===== src/rtl/scan_halt_pkg.sv =====
package scan_halt_pkg;
  // Slot phase from the low bit of the horizontal position
  typedef enum logic {
    PH_CPU = 1'b0,
    PH_GAP = 1'b1
  } slot_phase_e;
endpackage


===== src/rtl/beam_counter.sv =====
module beam_counter #(
  parameter int unsigned H_PIX = 456,
  parameter int unsigned LINES = 262,
  localparam int unsigned HW = $clog2(H_PIX),
  localparam int unsigned VW = $clog2(LINES)
) (
  input  logic          clk_i,
  input  logic          rst_ni,
  output logic [HW-1:0] h_o,
  output logic [VW-1:0] v_o
);
  localparam logic [HW-1:0] H_LAST = HW'(H_PIX - 1);
  localparam logic [VW-1:0] V_LAST = VW'(LINES - 1);

  logic h_wrap;
  assign h_wrap = (h_o == H_LAST);

  always_ff @(posedge clk_i or negedge rst_ni) begin
    if (!rst_ni) begin
      h_o <= '0;
    end else if (h_wrap) begin
      h_o <= '0;
    end else begin
      h_o <= h_o + HW'(1);
    end
  end

  always_ff @(posedge clk_i or negedge rst_ni) begin
    if (!rst_ni) begin
      v_o <= '0;
    end else if (h_wrap) begin
      v_o <= (v_o == V_LAST) ? '0 : v_o + VW'(1);
    end
  end
endmodule


===== src/rtl/line_wait_latch.sv =====
module line_wait_latch #(
  parameter int unsigned ADDR_W    = 8,
  parameter int unsigned WAIT_ADDR = 8'h0A,
  parameter int unsigned REL_POS   = 440,
  parameter int unsigned HW        = 9
) (
  input  logic              clk_i,
  input  logic              rst_ni,
  input  logic              wr_en_i,
  input  logic [ADDR_W-1:0] wr_addr_i,
  input  logic [HW-1:0]     h_i,
  output logic              wait_o
);
  logic hit, rel;
  assign hit = wr_en_i && (wr_addr_i == ADDR_W'(WAIT_ADDR));
  assign rel = (h_i == HW'(REL_POS));

  // A write on the release column wins: the wait runs a full line
  always_ff @(posedge clk_i or negedge rst_ni) begin
    if (!rst_ni) begin
      wait_o <= 1'b0;
    end else if (hit) begin
      wait_o <= 1'b1;
    end else if (rel) begin
      wait_o <= 1'b0;
    end
  end
endmodule


===== src/rtl/slot_arbiter.sv =====
module slot_arbiter
  import scan_halt_pkg::*;
(
  input  logic phase_bit_i,
  input  logic wait_i,
  input  logic dma_req_i,
  output logic ready_o,
  output logic cpu_ce_o
);
  slot_phase_e phase;
  assign phase    = slot_phase_e'(phase_bit_i);
  // Display fetch has priority over the CPU in every slot
  assign ready_o  = !wait_i && !dma_req_i;
  assign cpu_ce_o = ready_o && (phase == PH_CPU);
endmodule


===== src/rtl/scan_halt_ctrl.sv =====
module scan_halt_ctrl #(
  parameter int unsigned LINE_SLOTS = 228,
  parameter int unsigned LINES      = 262,
  parameter int unsigned REL_POS    = 440,  // must be even and below 2*LINE_SLOTS
  parameter int unsigned ADDR_W     = 8,
  parameter int unsigned WAIT_ADDR  = 8'h0A,
  localparam int unsigned H_PIX = 2 * LINE_SLOTS,
  localparam int unsigned HW    = $clog2(H_PIX),
  localparam int unsigned VW    = $clog2(LINES)
) (
  input  logic              clk_i,
  input  logic              rst_ni,
  input  logic              wr_en_i,
  input  logic [ADDR_W-1:0] wr_addr_i,
  input  logic              dma_req_i,
  output logic              ready_o,
  output logic              cpu_ce_o,
  output logic [HW-1:0]     hpos_o,
  output logic [VW-1:0]     vpos_o
);
  logic wait_q;

  beam_counter #(.H_PIX(H_PIX), .LINES(LINES)) u_beam (
    .clk_i (clk_i),
    .rst_ni(rst_ni),
    .h_o   (hpos_o),
    .v_o   (vpos_o)
  );

  line_wait_latch #(
    .ADDR_W(ADDR_W), .WAIT_ADDR(WAIT_ADDR), .REL_POS(REL_POS), .HW(HW)
  ) u_wait (
    .clk_i    (clk_i),
    .rst_ni   (rst_ni),
    .wr_en_i  (wr_en_i),
    .wr_addr_i(wr_addr_i),
    .h_i      (hpos_o),
    .wait_o   (wait_q)
  );

  slot_arbiter u_arb (
    .phase_bit_i(hpos_o[0]),
    .wait_i     (wait_q),
    .dma_req_i  (dma_req_i),
    .ready_o    (ready_o),
    .cpu_ce_o   (cpu_ce_o)
  );
endmodule


===== config.mk =====
export PLATFORM = sky130hd
export DESIGN_NAME = scan_halt_ctrl
export DESIGN_NICKNAME = d
export VERILOG_FILES = /design/src/rtl/scan_halt_pkg.sv /design/src/rtl/beam_counter.sv /design/src/rtl/line_wait_latch.sv /design/src/rtl/slot_arbiter.sv /design/src/rtl/scan_halt_ctrl.sv
export SDC_FILE = /design/constraint.sdc
export NUM_CORES = 1
export LEC_CHECK = 0
export ABC_AREA = 1
export CAP_MARGIN = 20
export CORE_UTILIZATION = 47
export CTS_CLUSTER_SIZE = 10
export DETAILED_ROUTE_END_ITERATION = 12
export PLACE_DENSITY = 0.82
export SLEW_MARGIN = 25
export SYNTH_ARGS = -nofsm -noshare
export SYNTH_HDL_FRONTEND = slang
export SYNTH_SLANG_ARGS = --single-unit

===== constraint.sdc =====
create_clock -name clk_i -period 1.55 [get_ports clk_i]
set_input_delay 0.31 -clock clk_i [delete_from_list [all_inputs] [get_ports clk_i]]
set_output_delay 0.31 -clock clk_i [all_outputs]
set_load 0.01 [all_outputs]

# Yosys cells after proc, flatten, opt, wreduce, memory -nomap -nowiden
# Cells that the tools add are included.
[word_totals] ff_bits=19 inputBits=12 out_inout_bits=20 wordCells=20
[classes] add_sub_neg=2 n_eq_ne=4 muxes=4 bitwise=1 n_reduce_logical=6
[op_table] op="$eq 9x9->1 const B" count=3
[op_table] op="$add 9x1->9 const B" count=2
[op_table] op="$mux 9" count=2
[op_table] op="$eq 8x4->1 const B" count=1
[op_table] op="$logic_and 1x1->1" count=3
[op_table] op="$logic_not 1->1" count=2
[op_table] op="$mux 1" count=2
[op_table] op="$reduce_bool 2->1" count=1
[op_table] op="$not 1->1" count=1

# Logic depth before layout (Yosys ltp)
[logic_depth] ltp_word=3 ltp_mapped=8 ltp_nobuf=8

# Cells and area by module
# Synthesis repeated with hierarchy kept, for this count alone.
[unflattened] hier_cells=154 area_unflattened_um2=1121.1
[by_module_without_submodules] mod="beam_counter" n_inst=1 cells_per_inst=131 area_each_um2=1004.7 seq_area_each_um2=450.4
[by_module_without_submodules] mod="line_wait_latch" n_inst=1 cells_per_inst=18 area_each_um2=92.6 seq_area_each_um2=25.0
[by_module_without_submodules] mod="slot_arbiter" n_inst=1 cells_per_inst=5 area_each_um2=23.8 seq_area_each_um2=0.0

# Worst setup path before layout
# OpenSTA, ideal clock, no wires.
[synth_path] kind="register to register" start="reg u_beam.h_o[1]" end="reg u_beam.v_o[4]" setup_time_ps=122 arrival_ps=1124 required_ps=1428 setup_slack_ps=304 path_stages_with_launch=8 path_buffers=0 synth_period_minus_slack_ps=1246 cell_sequence="dfrtp_1 ha_1 nand2_1 inv_2 nand2_4 nor2_8 nand2_1 xor2_1"
[synth_between] elab_chain_len=1
[synth_rtl] element="from (decl)" line_no="beam_counter.sv:9" source="output logic [HW-1:0] h_o,"
[synth_rtl] element="from (signal assigned)" line_no="beam_counter.sv:24" source="h_o <= h_o + HW'(1);"
[synth_rtl] element="$eq 9x9->1" line_no="beam_counter.sv:16" source="assign h_wrap = (h_o == H_LAST);"
[synth_rtl] element="to (signal assigned)" line_no="beam_counter.sv:32" source="v_o <= (v_o == V_LAST) ? '0 : v_o + VW'(1);"
[synth_rtl] element="to (decl)" line_no="beam_counter.sv:10" source="output logic [VW-1:0] v_o"
# No other way between the ends.
# A chain may end at the register's enable or synchronous reset.

# Final worst setup path
[layout_path] start="reg u_beam.h_o[1]" end="out hpos_o[1]"
[layout_lines] element="to (decl)" line_no="scan_halt_ctrl.sv:18" source="output logic [HW-1:0] hpos_o,"
# No word-level cell between the ends.

==> impl_results.rst <==
.. list-table::
   :header-rows: 1

   * - Metric
     - Value
   * - Result of the run
     - complete, no violations
   * - First-pass GRT wire length
     - 4.685 mm
   * - Total Routing Usage GR
     - 24.24%
   * - Fin Setup TNS
     - 0 ns
   * - Vias per cell
     - 4.927
   * - Clock latency on the worst-skew pair
     - 0.29 ns
   * - Maximum VDD drop
     - 0.3325 mV
   * - Worst EP arrival
     - 1.20 ns
   * - Input/output buffers
     - 31
   * - Footprint of the multi-input gates
     - 529.3 um^2
   * - Crit Path Max Fanout
     - 2
   * - Standard-cell row count
     - 17
   * - Reg2Reg Capture Point
     - u_beam.v_o[3]
   * - Critical path's slowest cell
     - sky130_fd_sc_hd__clkdlybuf4s50_1
   * - Leftover overflow at the end of global routing
     - 0
   * - Synthesized netlist net count
     - 167
   * - Routed length per instance
     - 11.89 um
   * - Filler instances
     - 174
   * - Crit Reg-Reg Startpoint
     - u_beam.h_o[1]
   * - Sequential share of power
     - 63.2%
   * - Most numerous cell types in the synthesized netlist
     - 42 x sky130_fd_sc_hd__nand2_1, 24 x sky130_fd_sc_hd__inv_1, 19 x sky130_fd_sc_hd__dfrtp_1
   * - Horizontal die dimension
     - 50.98 um
   * - Internal power
     - 622.4 uW
   * - Share of total power consumed by net switching
     - 20.61%
   * - Pin count of the biggest net entering global routing
     - 20
   * - Most frequent cell after synthesis
     - sky130_fd_sc_hd__nand2_1
   * - Actual slew at the worst max-slew pin
     - 0.3148 ns
   * - EDFF count, synth
     - 0
   * - Setup Skew
     - 0.0005082 ns
   * - Reported max-cap violation count
     - 0
   * - Final ANT Viol Nets
     - 0
   * - Detailed placement HPWL
     - 1.875 mm
   * - Vias
     - 1153
   * - Crit path time final
     - 1.509 ns
   * - Overall die height
     - 50.98 um
   * - Proportion of power drawn by the clock network
     - 31.5%
   * - Area taken by flip-flops and latches
     - 476.7 um^2
   * - ANT cells
     - 0
   * - Final-stage net count
     - 223
   * - Setup crit end kind
     - output pin
   * - CTS Root Buffer Type
     - sky130_fd_sc_hd__clkbuf_4
   * - Worst Path Class, Setup
     - flip-flop to output pin
   * - Primary flip-flop cell chosen by synthesis mapping
     - sky130_fd_sc_hd__dfrtp_1
   * - Final worst path period share
     - 97.38%
   * - Pwr dens
     - 468.4 mW/mm^2
   * - Synth warnings
     - 0
   * - Synth top area share
     - 42.18%
   * - Drt first-iter violations
     - 31
   * - Leakage
     - 0.001122 uW
   * - Initial cell density of the core
     - 50.48%
   * - Number of levels in the clock H-tree
     - 1
   * - Number of buffers and inverters on the critical path
     - 1
   * - Hold crit path type
     - primary input to async pin
   * - Largest area contributor in the synthesized netlist
     - sky130_fd_sc_hd__dfrtp_1
   * - Share of post-route cells with drive strength above 1
     - 17.96%
   * - Max-slew violation count
     - 0
   * - Worst path required time
     - 1.24 ns
   * - Clock tree from TritonCTS
     - built
   * - Final std cells w/o fill
     - 234
   * - Crit-path leading delay family
     - buffers and inverters
   * - Fraction of the core area covered by cells at the end of the flow
     - 74.96%
   * - Number of distinct library cells after synthesis
     - 20
   * - Number of global-route vias before repair
     - 1142
   * - Cell area after synthesis
     - 0.001127 mm^2
   * - Post-synthesis sequential element count
     - 19
   * - Number of clock sinks
     - 19
   * - CTS Buf Count
     - 3
   * - Part of the power in combinational logic
     - 5.4%
   * - Iteration count of the initial detailed-routing pass
     - 4
   * - Relative slew margins
     - 78.93%
   * - Register area share after synthesis
     - 42.18%
   * - Placer congestion estimate
     - 0.8130
   * - Post-detailed-routing wire length
     - 2.783 mm
   * - Area growth, synth to finish
     - 48.50%
   * - Leading post-synthesis cells by cell area
     - sky130_fd_sc_hd__dfrtp_1 42%, sky130_fd_sc_hd__nand2_1 14%, sky130_fd_sc_hd__inv_1 8.0%, sky130_fd_sc_hd__nand3_1 5.8%, sky130_fd_sc_hd__nor2_1 5.3%
   * - Number of standard cells after synthesis
     - 151
   * - Slowest stage delay, CP
     - 0.54 ns
   * - Number of antenna violations at the first check in global routing
     - 0
   * - Final routed DRC violation total
     - 0
   * - Upper clock frequency limit
     - 662.5 MHz
   * - Floorplan Core Area
     - 0.002233 mm^2
   * - Net switching power
     - 161.6 uW
   * - Reg2Reg Depth
     - 9
   * - Startpoint Class
     - flip-flop
   * - Fraction of registers with async set or reset after synthesis
     - 100.0%
   * - Final number of hold-violating endpoints
     - 0
   * - Worst path cell trace
     - clkdlybuf4s50_1
   * - Avg Cell Area, Syn
     - 7.466 um^2
   * - Overall die area
     - 0.002598 mm^2
   * - Slack of the worst reg-to-reg path
     - 0.12 ns
   * - Clk slew on worst S/H paths
     - 0.10 ns
   * - Final count of negative-setup-slack endpoints
     - 0
   * - Clk buf depth
     - 2
   * - I/O pins
     - 32
   * - Number of cells in the design after placement
     - 212
-- registers in the layout, indices dropped and copies added, names as in the netlist --
| name | cells |
|---|---|
| u_beam.h_o | 9 |
| u_beam.v_o | 9 |
| u_wait.wait_o | 1 |
-- worst max-delay path by stage --
stage,startpoint,to,slack (ns),cells after the start
after global routing,u_beam.h_o[5],hpos_o[5],-0.004,1
after CTS,u_beam.v_o[6],vpos_o[6],0.01,1
after global placement,dma_req_i,cpu_ce_o,-0.20,3
final,u_beam.h_o[1],hpos_o[1],0.04,1
after detailed placement,dma_req_i,cpu_ce_o,-0.23,3
after floorplan,u_beam.h_o[1],u_beam.v_o[4],0.30,7
-- power by group through the flow --
stage | combinational (uW) | sequential, uW | clock (uW)
final | 42.0 | 495 | 247
after global routing | 47.0 | 496 | 276
after CTS | 43.2 | 495 | 253
after detailed placement | 42.9 | 505 | 0
after global placement | 41.7 | 505 | 0
after floorplan | 3.10 | 505 | 0
-- logic make-up after synthesis --
logic type	Yosys count	share of synthesized area, %
and+or+nand+nor	87	35.74
buffers and inverters	30	11.32
DFF	19	42.18
AOI/OAI and AO/OA	7	3.218
xor gates and xnor gates	4	3.107
adders and majority gates	4	4.440
-- layer usage --
metal  share of wire [%]  GRT usage, %
met5                   0             0
met4                0.43         10.65
met3                 6.4         3.571
met2                  49         43.64
met1                  44         28.14
-- final cells by class --
cell class / instances / share of cell area [%]
Tap cell: 28 / 2.093
Sequential cell: 19 / 28.48
Timing Repair Buffer: 53 / 29.97
Inverter: 28 / 6.278
Clock buffer: 4 / 1.570
Multi-Input combinational cell: 102 / 31.61
-- metrics by stage --
stage | hold slack [ns] | power [uW] | cell area [um^2] | setup slack (ns)
after floorplan | 0.01441 | 508.3 | 1127 | 0.3038
after global placement | 0.5301 | 546.7 | 1480 | -0.2026
after detailed placement | 0.5528 | 548.0 | 1480 | -0.2255
after CTS | 0.3547 | 791.1 | 1622 | 0.01019
after global routing | 0.3590 | 818.2 | 1674 | -0.003926
final | 0.3524 | 784.1 | 1674 | 0.04057
-- layout by cell type (no fill, tap or decap), types with 2 or more instances in the layout --
cell type	n
sky130_fd_sc_hd__nor2_1	16
sky130_fd_sc_hd__nand4_1	5
sky130_fd_sc_hd__clkbuf_4	3
sky130_fd_sc_hd__xor2_1	4
sky130_fd_sc_hd__dlymetal6s2s_1	13
sky130_fd_sc_hd__ha_1	4
sky130_fd_sc_hd__dlygate4sd2_1	4
sky130_fd_sc_hd__o21ai_0	3
sky130_fd_sc_hd__nand3_1	13
sky130_fd_sc_hd__dfrtp_1	18
sky130_fd_sc_hd__nand2_4	2
sky130_fd_sc_hd__nor3_1	4
sky130_fd_sc_hd__clkdlybuf4s50_1	13
sky130_fd_sc_hd__o21ai_1	2
sky130_fd_sc_hd__nand2_1	42
sky130_fd_sc_hd__buf_4	22
sky130_fd_sc_hd__inv_1	24
sky130_fd_sc_hd__inv_2	4
sky130_fd_sc_hd__nor2_2	3
-- what timing repair did --
item / 4_1_cts / 5_1_grt
buffers inserted: 16 / 2
pin swaps: 0 / 1
setup endpoints to repair: 20 / 18
resized for setup: 6 / 16
hold buffers: 0 / 0
Power figures use the tool's default switching activity.
